**src/rtl/ibr_pkg.sv**
```systemverilog
`timescale 1ns/1ps
package ibr_pkg;

    localparam int BYTE_AW   = 8;
    localparam int BYTE_DW   = 8;
    localparam int WORD_W    = 32;

    // bit positions of the command/status word (decoded by software)
    localparam int POS_ADDR  = 0;
    localparam int POS_WDATA = 8;
    localparam int POS_WE    = 16;
    localparam int POS_BUSY  = 23;
    localparam int POS_RBYTE = 24;

    localparam logic [7:0] CMD_WORD_OFS = 8'h0C;

    typedef struct packed {
        logic               we;
        logic [BYTE_DW-1:0] wdata;
        logic [BYTE_AW-1:0] addr;
    } byte_cmd_t;

    function automatic byte_cmd_t unpack_cmd(input logic [WORD_W-1:0] w);
        byte_cmd_t c;
        c.addr  = w[POS_ADDR  +: BYTE_AW];
        c.wdata = w[POS_WDATA +: BYTE_DW];
        c.we    = w[POS_WE];
        return c;
    endfunction

    function automatic logic [WORD_W-1:0] pack_status(input byte_cmd_t c,
                                                      input logic busy,
                                                      input logic [BYTE_DW-1:0] rb);
        logic [WORD_W-1:0] w;
        w = '0;
        w[POS_ADDR  +: BYTE_AW] = c.addr;
        w[POS_WDATA +: BYTE_DW] = c.wdata;
        w[POS_WE]               = c.we;
        w[POS_BUSY]             = busy;
        w[POS_RBYTE +: BYTE_DW] = rb;
        return w;
    endfunction

endpackage

```
**src/rtl/ibr_host_decode.sv**
```systemverilog
`timescale 1ns/1ps
module ibr_host_decode
    import ibr_pkg::*;
#(
    parameter int          HOST_AW = 8,
    parameter logic [7:0]  CMD_OFS = CMD_WORD_OFS
)(
    input  logic               host_wr,
    input  logic [HOST_AW-1:0] host_addr,
    input  logic [WORD_W-1:0]  host_wdata,
    input  logic [WORD_W-1:0]  status_word,
    output logic               cmd_wr,
    output byte_cmd_t          cmd_in,
    output logic [WORD_W-1:0]  host_rdata
);
    localparam logic [HOST_AW-1:0] HIT_ADDR = HOST_AW'(CMD_OFS);

    logic hit;

    always_comb begin
        hit        = (host_addr == HIT_ADDR);
        cmd_wr     = host_wr && hit;
        cmd_in     = unpack_cmd(host_wdata);
        host_rdata = hit ? status_word : '0;
    end

endmodule

```
**src/rtl/ibr_access_seq.sv**
```systemverilog
`timescale 1ns/1ps
module ibr_access_seq
    import ibr_pkg::*;
(
    input  logic               clk,
    input  logic               rst,
    input  logic               cmd_wr,
    input  byte_cmd_t          cmd_in,
    input  logic               int_ready,
    input  logic [BYTE_DW-1:0] int_rdata,
    output byte_cmd_t          cur_cmd,
    output logic               busy,
    output logic [BYTE_DW-1:0] rd_byte,
    output logic               int_req,
    output logic               int_we,
    output logic [BYTE_AW-1:0] int_addr,
    output logic [BYTE_DW-1:0] int_wdata
);
    typedef enum logic {ST_IDLE, ST_ACCESS} seq_st_t;

    seq_st_t st;
    logic    accept;
    logic    finish;

    always_comb begin
        accept = cmd_wr && (st == ST_IDLE);
        finish = (st == ST_ACCESS) && int_ready;
    end

    always_ff @(posedge clk) begin
        if (rst) begin
            st      <= ST_IDLE;
            cur_cmd <= '0;
            rd_byte <= '0;
        end else begin
            case (st)
                ST_IDLE: if (accept) begin
                    cur_cmd <= cmd_in;
                    st      <= ST_ACCESS;
                end
                ST_ACCESS: if (finish) begin
                    rd_byte <= cur_cmd.we ? '0 : int_rdata;
                    st      <= ST_IDLE;
                end
                default: st <= ST_IDLE;
            endcase
        end
    end

    always_comb begin
        busy      = (st == ST_ACCESS);
        int_req   = busy;
        int_we    = cur_cmd.we;
        int_addr  = cur_cmd.addr;
        int_wdata = cur_cmd.wdata;
    end

    // request fields frozen while the access is open
    assert_req_hold_R5: assert property (@(posedge clk) disable iff (rst)
        (int_req && !int_ready) |=> (int_req && $stable(int_addr) &&
                                     $stable(int_wdata) && $stable(int_we)));

    // a command during an open access leaves the latched command alone
    assert_busy_drop_R9: assert property (@(posedge clk) disable iff (rst)
        (busy && cmd_wr) |=> (cur_cmd == $past(cur_cmd)));

    // read byte only moves on a completion edge
    assert_rbyte_hold_R7: assert property (@(posedge clk) disable iff (rst)
        !(busy && int_ready) |=> $stable(rd_byte));

    // completed write clears the read byte
    assert_wr_zero_R8: assert property (@(posedge clk) disable iff (rst)
        (busy && int_ready && int_we) |=> (rd_byte == '0));

endmodule

```
**src/rtl/ibr_bridge.sv**
```systemverilog
`timescale 1ns/1ps
module ibr_bridge
    import ibr_pkg::*;
#(
    parameter int         HOST_AW = 8,
    parameter logic [7:0] CMD_OFS = CMD_WORD_OFS
)(
    input  logic               clk,
    input  logic               rst,
    input  logic               host_wr,
    input  logic [HOST_AW-1:0] host_addr,
    input  logic [31:0]        host_wdata,
    output logic [31:0]        host_rdata,
    output logic               int_req,
    output logic               int_we,
    output logic [7:0]         int_addr,
    output logic [7:0]         int_wdata,
    input  logic [7:0]         int_rdata,
    input  logic               int_ready
);
    logic               cmd_wr;
    byte_cmd_t          cmd_in;
    byte_cmd_t          cur_cmd;
    logic               busy;
    logic [BYTE_DW-1:0] rd_byte;
    logic [WORD_W-1:0]  status_word;

    assign status_word = pack_status(cur_cmd, busy, rd_byte);

    ibr_host_decode #(.HOST_AW(HOST_AW), .CMD_OFS(CMD_OFS)) u_dec (
        .host_wr     (host_wr),
        .host_addr   (host_addr),
        .host_wdata  (host_wdata),
        .status_word (status_word),
        .cmd_wr      (cmd_wr),
        .cmd_in      (cmd_in),
        .host_rdata  (host_rdata)
    );

    ibr_access_seq u_seq (
        .clk       (clk),
        .rst       (rst),
        .cmd_wr    (cmd_wr),
        .cmd_in    (cmd_in),
        .int_ready (int_ready),
        .int_rdata (int_rdata),
        .cur_cmd   (cur_cmd),
        .busy      (busy),
        .rd_byte   (rd_byte),
        .int_req   (int_req),
        .int_we    (int_we),
        .int_addr  (int_addr),
        .int_wdata (int_wdata)
    );

    // busy rises only after an accepted command word write
    assert_busy_start_R4: assert property (@(posedge clk) disable iff (rst)
        $rose(busy) |-> $past(cmd_wr));

    // busy falls only on a ready edge
    assert_busy_end_R4: assert property (@(posedge clk) disable iff (rst)
        $fell(busy) |-> $past(int_ready));

    // writes outside the command offset start nothing
    assert_offset_only_R2: assert property (@(posedge clk) disable iff (rst)
        (host_wr && host_addr != HOST_AW'(CMD_OFS) && !busy) |=> !busy);

endmodule

```
**config.mk**
```make
export PLATFORM = sky130hd
export DESIGN_NAME = ibr_bridge
export DESIGN_NICKNAME = d
export VERILOG_FILES = /design/src/rtl/ibr_pkg.sv /design/src/rtl/ibr_host_decode.sv /design/src/rtl/ibr_access_seq.sv /design/src/rtl/ibr_bridge.sv
export SDC_FILE = /design/constraint.sdc
export NUM_CORES = 1
export LEC_CHECK = 0
export BUFFER_PORTS_ARGS = -buffer_cell sky130_fd_sc_hd__clkbuf_2
export CORE_MARGIN = 4
export CORE_UTILIZATION = 43
export CTS_CLUSTER_SIZE = 20
export DETAILED_ROUTE_END_ITERATION = 16
export PLACE_DENSITY = 0.91
export SETUP_SLACK_MARGIN = 0.15
export SYNTH_ARGS = -nofsm -noshare
export SYNTH_HDL_FRONTEND = slang
export SYNTH_SLANG_ARGS = --single-unit
```
**constraint.sdc**
```tcl
create_clock -name clk -period 3.5 [get_ports clk]
set_input_delay 0.35 -clock clk [delete_from_list [all_inputs] [get_ports clk]]
set_output_delay 0.35 -clock clk [all_outputs]
set_load 0.02 [all_outputs]
```
== After elaboration in Yosys (flattened, before gate mapping) ==
Cells that the tools add are included.
W data, S select, Z words.

* Word-level logic and storage cells: 17
* Output and inout port bits: 50
* Bits of input ports: 52
* Bits in registers: 26

* Reduce and logical (&&, ||, !) cells: 5
* Eq/ne operators: 1
* Muxes and demuxes: 5
* Bitwise gates (word level): 1

{| class="wikitable"
|+ Operator list
! kind !! count
|-
| $mux W32 || 1
|-
| $eq A8 B4 Y1 const B || 1
|-
| $mux W8 || 1
|-
| $reduce_and A2 Y1 || 2
|-
| $logic_and A1 B1 Y1 || 3
|-
| $mux W1 || 2
|-
| $pmux W1 S2 || 1
|-
| $not A1 Y1 || 1
|}

== Longest topological paths before layout ==
Gate-level depths: netlist of the first run.

* Word-level depth: 5
* Gate-level depth with buffers: 5
* Depth with buffers taken out: 3

== Hierarchy ==
Synthesis of the first run repeated with hierarchy kept, for this count alone.

* Cell total of the unflattened synthesis: 227
* Area, all modules: 1799.2 sq um

{| class="wikitable"
|+ Modules (own cells, without submodules)
! module !! seq. area each (sq um) !! cells an instance !! instances !! area each (sq um)
|-
| ibr_access_seq || 520.5 || 133 || 1 || 1097.3
|-
| ibr_host_decode || 0.0 || 93 || 1 || 698.2
|-
| ibr_bridge || 0.0 || 1 || 1 || 3.8
|}

== Least setup slack after synthesis of the first run ==
No wires, ideal clock.

* Path kind: input to output
* From: input port host_addr[5]
* To: output port host_rdata[10]
* Cell stages on the path: 4
* Path slack: 1505 ps
* Required time: 3150 ps
* Path buffers: 1
* Arrival: 1645 ps
* Cell sequence: or4_4 -> nor3_4 -> clkbuf_1 -> and2_1

* Word-level cells in the longest chain between the ends: 2

{| class="wikitable"
|+ RTL lines
! element !! RTL line !! source
|-
| start, declared || ibr_bridge.sv:11 || <nowiki>input logic [HOST_AW-1:0] host_addr,</nowiki>
|-
| $eq A8 B4 Y1 || ibr_host_decode.sv:21 || <nowiki>hit = (host_addr == HIT_ADDR);</nowiki>
|-
| $mux W32 || ibr_host_decode.sv:24 || <nowiki>host_rdata = hit ? status_word : '0;</nowiki>
|-
| end, declared || ibr_bridge.sv:13 || <nowiki>output logic [31:0] host_rdata,</nowiki>
|}

No other way between the ends.

== Worst setup path in the final report of the first run ==
* From: input port host_addr[5]
* To: output port host_rdata[11]

The elaborated chain is that of the path after synthesis.

==> metrics.md, run 1 <==
| Metric | Value |
|---|---|
| Worst Clk Skew | `0.00118 ns` |
| Sw Share | `0.200` |
| Leak pwr | `0.834 nW` |
| Htree depth | `1` |
| NetSw | `0.000109 W` |
| Max Cap Viol | `0` |
| CTS Buf Count | `3` |
| Cell family with most CP delay | `simple AND/OR/NAND/NOR gates` |
| Post-Synthesis Cells | `153` |
| Internal power | `0.000436 W` |
| Clock Power Share | `0.369` |
| CTS sink cnt | `26` |
| Layout area overhead | `30.5%` |
| Synth Warn # | `0` |
| Gate power share | `0.087` |
| Slowest CP cell | `nor3_4` |
| Drc violations | `0` |
| Post_cts resized | `0` |
| CP required | `3.15 ns` |
| Setup TNS | `0 ns` |
| GP Congestion | `0.695` |
| Core area | `3080 sq um` |
| Fin crit period | `2.37 ns` |
| CP Launch Point | `host_addr[5]` |
| First-pass GRT wire length | `5220 microns` |
| Share of total power in sequential cells | `0.544` |
| Avg Inst Size Synth | `9.16 sq um` |
| Post-Layout Cell Count | `271` |
| CP arrival | `2.02 ns` |
| Cell mode on critical path | `clkbuf_2` |
| Worst-case clock buffer depth | `2` |
| Worst hold slack | `0.255 ns` |
| Crit path depth | `5` |
| Final antenna-violating net count | `0` |
| Worst path bufs/invs | `2` |
| Placed Area | `1780 sq um` |
| Hold depth | `3` |
| I/O Pins | `102` |
| Number of global-route vias before repair | `1163` |
| Routed WL per cell | `11.1 microns` |
| I/O Buffers | `80` |
| Via-to-Cell Ratio | `4.63` |
| Post-CTS Setup Inserts | `0` |
| Reg2reg path depth | `4` |
| Placed cells | `267` |
| Kind of critical path | `input port to primary output` |
| Pwr dens | `298 nW/um^2` |
| Worst hold path startpoint | `host_wdata[0]` |
| Synth Cell Area | `1400 sq um` |
| Crit-path max cell delay | `0.63 ns` |
| Final Setup Violations | `0` |
| Die width | `65.1 microns` |
| Grt ovf | `0` |
| Initial Util | `0.455` |
| Initial antenna violation count | `0` |
| Worst reg2reg startpoint | `u_seq.busy$_SDFF_PP0_` |
| Setup crit end kind | `primary output` |
| Most common cell after layout, fill and taps aside | `clkbuf_2` |
| # diodes | `0` |
| Fmax | `0.422 GHz` |
| Max-slew violation count | `0` |
| Critical path cell sequence | `clkbuf_2, or4_4, nor3_4, and2_1, clkbuf_2` |
| Peak supply drop | `189 uV` |
| Clk slew on worst S/H paths | `0.14 ns` |
| CTS tree | `built` |
| Design Area, Final | `1830 sq um` |
| Pin count of the biggest net entering global routing | `44` |
| CP Max Fanout | `26` |
| First-pass DRT Iterations | `4` |
| Final net count | `280` |
| Cell variety after synth | `18` |
| CTS Hold Bufs | `0` |
| Via Count | `1254` |
| HP Class | `input port to flop` |
| Worst skew pair latency | `0.31 ns` |
| Share of cells above drive strength 1 | `0.396` |
| CTS Root Buffer Type | `clkbuf_4` |
| Startpoint types | `input port` |
| Site Rows | `20` |
| #FFs+latches synth | `26` |
| DP HPWL | `2270 microns` |
| Global Route Usage Sum | `0.152` |
| Status | `finished clean` |
| Rel. slew slack | `0.535` |
| Seq/Total Area, Yosys | `0.371` |
| Final Hold Vio Count | `0` |
| Die area | `4240 sq um` |
| RSZ-0062 raised after global routing | `false` |
| Final period util | `0.677` |
| Total wire length | `3010 microns` |
| Initial DRC count | `98` |
| Commonest cells after routing, fill and taps aside | `80 x clkbuf_2, 35 x nand2b_1, 26 x and2_1, 26 x dfxtp_1, 17 x mux2i_1` |
| DIE HEIGHT | `65.1 microns` |
| Worst-margin pin slew | `0.696 ns` |
cell families after synthesis:
logic type / share of synthesized area
buffers and inverters: 0.0759
other: 0.00268
multiplexers: 0.121
AO/OA/AOI/OAI: 0.0357
flip-flops: 0.371
AND/OR/NAND/NOR: 0.393
tightest hold or removal path, cell delays in order:
cell and delay [ns]:
clkbuf_2 0.08, nand2b_1 0.05, mux2i_1 0.06
state kept, by name, summed over array words and instances, names as in the netlist:
name and flops:
u_seq.int_wdata 8, u_seq.int_we 1, u_seq.rd_byte 8, u_seq.int_addr 8
u_seq.busy 1
cell usage after synthesis (all sizes together):
cell / n / share of area
nand2b: 35 / 0.16
and2: 26 / 0.12
dfxtp: 26 / 0.37
mux2i: 17 / 0.12
nand2: 10 / 0.027
a21oi: 8 / 0.029
buf: 8 / 0.054
clkbuf: 8 / 0.021
nand4b: 8 / 0.050
conb: 1 / 0.0027
nor2b: 1 / 0.0045
nor3: 1 / 0.012
nor4: 1 / 0.015
o21ba: 1 / 0.0071
or2: 1 / 0.0045
or4: 1 / 0.0080
area by class of cell:
cell class | instances | area [sq um]
fill | 296 | 1250
timing repair buffer | 81 | 408
tap | 44 | 55.1
clock inverter | 1 | 30.0
clock buffer | 3 | 22.5
sequential | 26 | 520
multi-input combinational | 116 | 793
layer usage:
metal	GRT usage	up-vias	part of all wire
met2	0.252	55	0.46
met1	0.192	559	0.43
met3	0.0433	2	0.10
met4	0.0466	0	0.0050
met5	0	-	0
li1	-	638	-
final timing paths:
path | endpoint | slack [ns]
worst min-delay path | u_seq.int_addr[0]$_SDFFE_PP0P_ | 0.26
worst max-delay path | host_rdata[11] | 1.13
worst min register to register | u_seq.rd_byte[1]$_SDFFE_PP0P_ | 0.45
worst max register to register | u_seq.int_addr[5]$_SDFFE_PP0P_ | 2.04
through the flow:
step	setup slack (ns)	power [W]	util
2_1_floorplan	1.50	0.000334	-
3_3_place_gp	1.12	0.000350	0.577
3_5_place_dp	1.08	0.000351	0.577
4_1_cts	1.08	0.000557	0.594
5_1_grt	0.933	0.000577	0.594
6_report	1.13	0.000545	0.594
power groups by stage:
| stage | registers, W | logic, W | clock network, W |
|---|---|---|---|
| after detailed placement | 0.000303 | 0.0000480 | 0 |
| after global placement | 0.000303 | 0.0000473 | 0 |
| after global routing | 0.000297 | 0.0000535 | 0.000227 |
| after floorplan | 0.000303 | 0.0000311 | 0 |
| final | 0.000297 | 0.0000476 | 0.000201 |
| after CTS | 0.000297 | 0.0000481 | 0.000212 |
Note: power is estimated with default switching activity, not from simulation.
==> run 2, diff against run 1 <==
--- a/config.mk
+++ b/config.mk
@@ -5,12 +5,13 @@
 export SDC_FILE = /design/constraint.sdc
 export NUM_CORES = 1
 export LEC_CHECK = 0
+export ABC_AREA = 1
 export BUFFER_PORTS_ARGS = -buffer_cell sky130_fd_sc_hd__clkbuf_2
 export CORE_MARGIN = 4
-export CORE_UTILIZATION = 43
+export CORE_UTILIZATION = 40
 export CTS_CLUSTER_SIZE = 20
 export DETAILED_ROUTE_END_ITERATION = 16
-export PLACE_DENSITY = 0.91
+export PLACE_DENSITY = 0.87
 export SETUP_SLACK_MARGIN = 0.15
 export SYNTH_ARGS = -nofsm -noshare
 export SYNTH_HDL_FRONTEND = slang
==> constraint.sdc (replaced) <==
create_clock -name clk -period 2.35 [get_ports clk]
set_input_delay 0.235 -clock clk [delete_from_list [all_inputs] [get_ports clk]]
set_output_delay 0.235 -clock clk [all_outputs]
set_load 0.02 [all_outputs]
==> run 2 against run 1 <==
Cell count up 23%. Synthesized area down 1.6%. Combinational power up 57%.
==> metrics.md, run 2 <==
| Metric | Value |
|---|---|
| Status | `finished clean` |
| Seq/Total Area, Yosys | `0.377 (+0.00607)` |
| CTS Hold Bufs | `0 (unchanged)` |
| I/O Buffers | `80 (unchanged)` |
| Worst skew pair latency | `0.30 ns (about the same)` |
| Fmax | `0.654 GHz` |
| Post-CTS Setup Inserts | `0 (unchanged)` |
| Main combinational cell family by area after synthesis | `simple AND/OR/NAND/NOR gates` |
| CTS Root Buffer Type | `clkbuf_4` |
| Met1 Use GR | `0.169 (-0.0223)` |
| Commonest cells in the netlist | `46 x nor2_1, 44 x inv_1, 26 x a21oi_1, 26 x dfxtp_1, 22 x nand2_1` |
| Crit-path max cell delay | `0.40 ns (-0.23 ns)` |
| Setup TNS | `0 ns (unchanged)` |
| Routed WL per cell | `10.2 microns (-8.1%)` |
| Avg Inst Size Synth | `6.47 sq um (-29%)` |
| Peak supply drop | `176 uV (-6.6%)` |
| Yosys top cell by area | `dfxtp_1` |
| Synth Warn # | `0 (unchanged)` |
| Mux cell area share after synthesis | `0 (-0.121)` |
| Worst-case clock buffer depth | `2 (unchanged)` |
| DIE HEIGHT | `66.7 microns (+2.5%)` |
| Worst Clk Skew | `0.00303 ns (+0.00185 ns)` |
| PnR Total Power | `0.000697 W (+28%)` |
| Share of cells above drive strength 1 | `0.311 (-0.0853)` |
| Final antenna-violating net count | `0 (unchanged)` |
| Initial DRC count | `40 (-59%)` |
| HP Class | `input port to flop` |
| Drc violations | `0 (unchanged)` |
| #FFs+latches synth | `26 (unchanged)` |
| Reg2reg path depth | `3 (-1)` |
| Critical path cell sequence | `clkinv_1, nor2_1, clkbuf_2` |
| Most common cell in the synthesized netlist | `nor2_1` |
| Max Cap Viol | `0 (unchanged)` |
| Placed Area | `1750 sq um (-1.7%)` |
| Pwr dens | `394 nW/um^2 (+32%)` |
| CP Max Fanout | `9 (-65%)` |
| Post_cts resized | `0 (unchanged)` |
| Async SR Flop Fraction | `0 (unchanged)` |
| Kind of critical path | `flop to primary output` |
| CTS tree | `built` |
| Via-to-Cell Ratio | `4.42 (-4.4%)` |
| Met2 global-route usage | `0.278 (+0.0269)` |
| Via Count | `1468 (+17%)` |
| Final net count | `340 (+21%)` |
| Setup crit end kind | `primary output` |
| Worst hold slack | `0.200 ns (-0.0551 ns)` |
| RSZ-0062 raised after global routing | `false` |
| Most common cell after layout, fill and taps aside | `clkbuf_2` |
| Site Rows | `21 (+5.0%)` |
| Post-synth EDFFs | `0 (unchanged)` |
| Design Area, Final | `1770 sq um (-3.3%)` |
| Adder-cell area share of the yosys netlist | `0 (unchanged)` |
| Post-synthesis compound-gate area fraction | `0.138 (+0.102)` |
| Global Route Usage Sum | `0.152 (-0.000367)` |
| Pin count of the biggest net entering global routing | `36 (-18%)` |
| Final Util | `0.530 (-0.0641)` |
| CTS Buf Count | `3 (unchanged)` |
| Synth Cell Area | `1380 sq um (-1.6%)` |
| Htree depth | `1 (unchanged)` |
| Leak pwr | `0.871 nW (+4.4%)` |
| Number of global-route vias before repair | `1241 (+6.7%)` |
| CTS sink cnt | `26 (unchanged)` |
| DP HPWL | `2490 microns (+9.9%)` |
| Post-Synthesis Cells | `213 (+39%)` |
| Final period util | `0.651` |
| Grt ovf | `0 (unchanged)` |
| Initial Util | `0.413 (-0.0421)` |
| Ranking of synthesized cells by area | `dfxtp_1 38%, nor2_1 13%, inv_1 12%, a21oi_1 9.4%, nand3_1 6.2%` |
| Core area | `3340 sq um (+8.4%)` |
| Cell variety after synth | `16 (-2)` |
| CP required | `2.12 ns (-1.03 ns)` |
| Dominant synthesized flop cell | `dfxtp_1` |
| Clk slew on worst S/H paths | `0.13 ns (about the same)` |
| Hold depth | `3 (unchanged)` |
| Slowest CP cell | `dfxtp_1` |
| Grt met3 use | `0.0405 (-0.00286)` |
| Initial antenna violation count | `0 (unchanged)` |
| First-pass GRT wire length | `5310 microns (+1.6%)` |
| Die width | `66.7 microns (+2.5%)` |
| First-pass DRT Iterations | `5 (+1)` |
| Post-Synth XOR/XNOR Area | `0 (unchanged)` |
| Die area | `4450 sq um (+5.1%)` |
| Commonest cells after routing, fill and taps aside | `80 x clkbuf_2, 46 x nor2_1, 44 x inv_1` |
| Final Hold Vio Count | `0 (unchanged)` |
| CP arrival | `1.29 ns (-0.73 ns)` |
| Fin crit period | `1.53 ns` |
| Post-Synth Simple-Gate Area | `0.264 (-0.129)` |
| Total wire length | `3380 microns (+13%)` |
| GP Congestion | `0.708 (+1.9%)` |
| Global route hottest layer | `met2` |
| Max-slew violation count | `0 (unchanged)` |
| # diodes | `0 (unchanged)` |
| Layout area overhead | `28.3%` |
| I/O Pins | `102 (unchanged)` |
| Startpoint types | `flop` |
| Final Setup Violations | `0 (unchanged)` |
| Synth top area share | `0.377 (+0.00607)` |
==> run 2: cell types whose count changed in the layout (fill, tap and decap cells not counted), sizes merged, moves of 12 or more <==
cell / change
nand2: +12
a21oi: +18
nand2b: -35
nand3: +17
nor2: +48
and2: -26
inv: +45
mux2i: -17
==> run 2: metrics by stage <==
| step | instances | worst slack (ns) |
|---|---|---|
| final | 332 | 0.820 |
| after floorplan | 218 | 0.992 |
| after global routing | 332 | 0.689 |
| after detailed placement | 329 | 0.943 |
| after CTS | 332 | 0.799 |
| after global placement | 329 | 0.944 |
==> run 2: area by class of cell <==
cell class	count	area (sq um)
Multi-Input combinational cell	128	577
Tap cell	46	57.6
Inverter	47	176
Timing Repair Buffer	82	415
Sequential cell	26	520
Fill cell	354	1570
Clock buffer	3	22.5
==> run 2: per-layer routing <==
metal  wire length [microns]  share of wire
met1                    1420           0.42
met2                    1630           0.48
met3                     310          0.092
met4                      18         0.0053
met5                       0              0
==> run 2: kinds of logic after synthesis <==
| family | count (synthesis) |
|---|---|
| and+or+nand+nor | 88 |
| buffers and inverters | 64 |
| AOI/OAI and AO/OA | 34 |
| DFF | 26 |
| other | 1 |
==> run 2: power by group <==
group,total [W],switching (W),internal (W)
registers,0.000442,0.000000547,0.000442
clock network,0.000180,0.000121,0.0000598
logic,0.0000749,0.0000443,0.0000306
==> run 2: worst paths after layout <==
kind | startpoint | endpoint | slack [ns]
max | u_seq.int_we$_SDFFE_PP0P_ | host_rdata[16] | 0.82
min | int_ready | u_seq.busy$_SDFF_PP0_ | 0.20
max reg2reg | u_seq.busy$_SDFF_PP0_ | u_seq.rd_byte[5]$_SDFFE_PP0P_ | 1.18
min reg2reg | u_seq.rd_byte[6]$_SDFFE_PP0P_ | u_seq.rd_byte[6]$_SDFFE_PP0P_ | 0.47
==> run 2: critical path: cells and delay by family, from the launching register on <==
kind	cells	cell delay [ns]
buf+inv	2	0.42
flops	1	0.40
simple gates	1	0.17
==> run 3, diff against run 2 <==
--- a/config.mk
+++ b/config.mk
@@ -8,10 +8,10 @@
 export ABC_AREA = 1
 export BUFFER_PORTS_ARGS = -buffer_cell sky130_fd_sc_hd__clkbuf_2
 export CORE_MARGIN = 4
-export CORE_UTILIZATION = 40
+export CORE_UTILIZATION = 36
 export CTS_CLUSTER_SIZE = 20
 export DETAILED_ROUTE_END_ITERATION = 16
-export PLACE_DENSITY = 0.87
+export PLACE_DENSITY = 0.83
 export SETUP_SLACK_MARGIN = 0.15
 export SYNTH_ARGS = -nofsm -noshare
 export SYNTH_HDL_FRONTEND = slang
==> constraint.sdc (replaced) <==
create_clock -name clk -period 1.4 [get_ports clk]
set_input_delay 0.14 -clock clk [delete_from_list [all_inputs] [get_ports clk]]
set_output_delay 0.14 -clock clk [all_outputs]
set_load 0.02 [all_outputs]
==> run 3 against run 2 <==
Combinational power increased by 78%. Register-to-register slack got worse by 0.92 ns. Core utilization fell by 2.7 points. First-iteration DRC count shrank 60%. Critical path type is now flop to flop. Non-clock buffer count is 2 higher. Largest power group unchanged. Clock skew rose by 0.00053 ns. Via count is 2.4% lower. Cell count increased by 1.5%. Sequential share of layout area fell by 1.3 points.
==> metrics.md, run 3 (synthesis gave the netlist of run 2 again) <==
| Metric | Value |
|---|---|
| CP required | `1.57 ns (-0.55 ns)` |
| Worst skew pair latency | `0.27 ns (-0.03 ns)` |
| Fmax | `0.875 GHz` |
| Setup TNS | `0 ns (unchanged)` |
| DIE HEIGHT | `69.9 microns (+4.8%)` |
| Clk slew on worst S/H paths | `0.09 ns (-0.04 ns)` |
| Worst R2R Setup Slack | `0.26 ns (-0.92 ns)` |
| Die area | `4880 sq um (+9.7%)` |
| Drc violations | `0 (unchanged)` |
| CTS Buf Count | `3 (unchanged)` |
| Routed WL per cell | `9.92 microns (-2.6%)` |
| Kind of critical path | `flop to flop` |
| Final Hold Vio Count | `0 (unchanged)` |
| GP Congestion | `0.794 (+12%)` |
| Final net count | `342 (+0.59%)` |
| # diodes | `0 (unchanged)` |
| Leak pwr | `0.907 nW (+4.2%)` |
| Initial DRC count | `16 (-60%)` |
| Commonest cells after routing, fill and taps aside | `80 x clkbuf_2, 45 x nor2_1, 44 x inv_1` |
| Hold depth | `3 (unchanged)` |
| CTS Root Buffer Type | `clkbuf_8` |
| CP arrival | `1.31 ns (+0.02 ns)` |
| Max-slew violation count | `0 (unchanged)` |
| Final antenna-violating net count | `0 (unchanged)` |
| Global Route Usage Sum | `0.135 (-0.0175)` |
| Initial Util | `0.374 (-0.0394)` |
| Via-to-Cell Ratio | `4.25 (-3.8%)` |
| CTS tree | `built` |
| Total wire length | `3340 microns (-1.2%)` |
| Status | `finished clean` |
| Site Rows | `22 (+4.8%)` |
| CP Launch Point | `u_seq.busy$_SDFF_PP0_` |
| Peak supply drop | `654 uV (+270%)` |
| Pin count of the biggest net entering global routing | `36 (unchanged)` |
| Worst reg2reg startpoint | `u_seq.busy$_SDFF_PP0_` |
| Startpoint types | `flop` |
| CTS sink cnt | `26 (unchanged)` |
| Post-Layout Cell Count | `337 (+1.5%)` |
| Fin crit period | `1.14 ns` |
| Share of cells above drive strength 1 | `0.329 (+0.0175)` |
| Pwr dens | `731 nW/um^2 (+85%)` |
| Placed cells | `332 (+0.91%)` |
| First-pass DRT Iterations | `3 (-2)` |
| CP Max Fanout | `16 (+7)` |
| Worst setup margin | `0.257 ns (-0.563 ns)` |
| Reg2reg path depth | `2 (-1)` |
| Reg-to-reg endpoint | `u_seq.rd_byte[0]$_SDFFE_PP0P_` |
| I/O Buffers | `80 (unchanged)` |
| Grt ovf | `0 (unchanged)` |
| Htree depth | `1 (unchanged)` |
| Core area | `3690 sq um (+11%)` |
| Initial antenna violation count | `0 (unchanged)` |
| Die width | `69.9 microns (+4.8%)` |
| Layout area overhead | `34.6%` |
| Worst Clk Skew | `0.00355 ns (+0.000526 ns)` |
| Max Cap Viol | `0 (unchanged)` |
| Via Count | `1433 (-2.4%)` |
| Pre-CTS WS | `0.161 ns (-0.782 ns)` |
| Worst-case clock buffer depth | `2 (unchanged)` |
| DP HPWL | `2480 microns (-0.58%)` |
| RSZ-0062 raised after global routing | `false` |
| Most common cell after layout, fill and taps aside | `clkbuf_2` |
| Setup crit end kind | `flop` |
| CTS Hold Bufs | `0 (unchanged)` |
| Critical Path Sink | `u_seq.rd_byte[0]$_SDFFE_PP0P_` |
| HP Class | `input port to flop` |
| Final period util | `0.816` |
| Final Setup Violations | `0 (unchanged)` |
| Number of global-route vias before repair | `1227 (-1.1%)` |
| I/O Pins | `102 (unchanged)` |
| First-pass GRT wire length | `5520 microns (+4.0%)` |
## run 3: changes by cell type in the layout (fill, tap and decap cells not counted), sizes merged
cell | before | now
buf | 2 | 4
clkbuf | 83 | 84
clkinv | 2 | 1
inv | 45 | 46
## run 3: repair_timing
| item | 4_1_cts | 5_1_grt |
|---|---|---|
| pin swaps | 0 | 1 |
| setup buffers | 0 | 1 |
| setup endpoints to repair | 1 | 26 |
| resized for setup | 1 | 6 |
## run 3: per-layer routing
metal / global-route usage / part of all wire / vias up
li1: - / - / 780
met5: 0 / 0 / -
met1: 0.156 / 0.44 / 604
met2: 0.246 / 0.48 / 47
met4: 0.0255 / 0.0051 / 0
met3: 0.0388 / 0.076 / 2
## run 3: power breakdown
part,leakage (nW),internal (W),switching (W)
sequential,0.210,0.000740,0.000000937
clock,0.0288,0.000251,0.000230
combinational,0.668,0.0000575,0.0000758
## run 3: how the worst min path moves through the flow
stage / from / to
5_1_grt: int_ready / u_seq.busy$_SDFF_PP0_
3_5_place_dp: int_ready / u_seq.busy$_SDFF_PP0_
4_1_cts: int_ready / u_seq.busy$_SDFF_PP0_
6_report: int_ready / u_seq.busy$_SDFF_PP0_
3_3_place_gp: int_ready / u_seq.busy$_SDFF_PP0_
2_1_floorplan: int_ready / u_seq.busy$_SDFF_PP0_
## run 3: final cells by class
cell class	count	area [sq um]
well taps	48	60.1
clock buffers	4	55.1
multi-input cells	128	579
repair buffers	84	455
flip-flops and latches	26	522
inverters	47	184
fillers	395	1830
## run 3: critical path, cell delays in order, from the launching register on
cell      delay [ns]
dfxtp_1         0.39
nand2_1         0.30
a211oi_1        0.35
## run 3: metrics by stage
step	hold WS [ns]	cell area, sq um	power (W)	util
detailed placement	0.441	1780	0.000892	0.483
finish	0.164	1860	0.00136	0.503
floorplan	0.322	1400	0.000841	-
global route	0.164	1860	0.00143	0.503
CTS	0.151	1840	0.00138	0.498
global placement	0.433	1780	0.000891	0.483
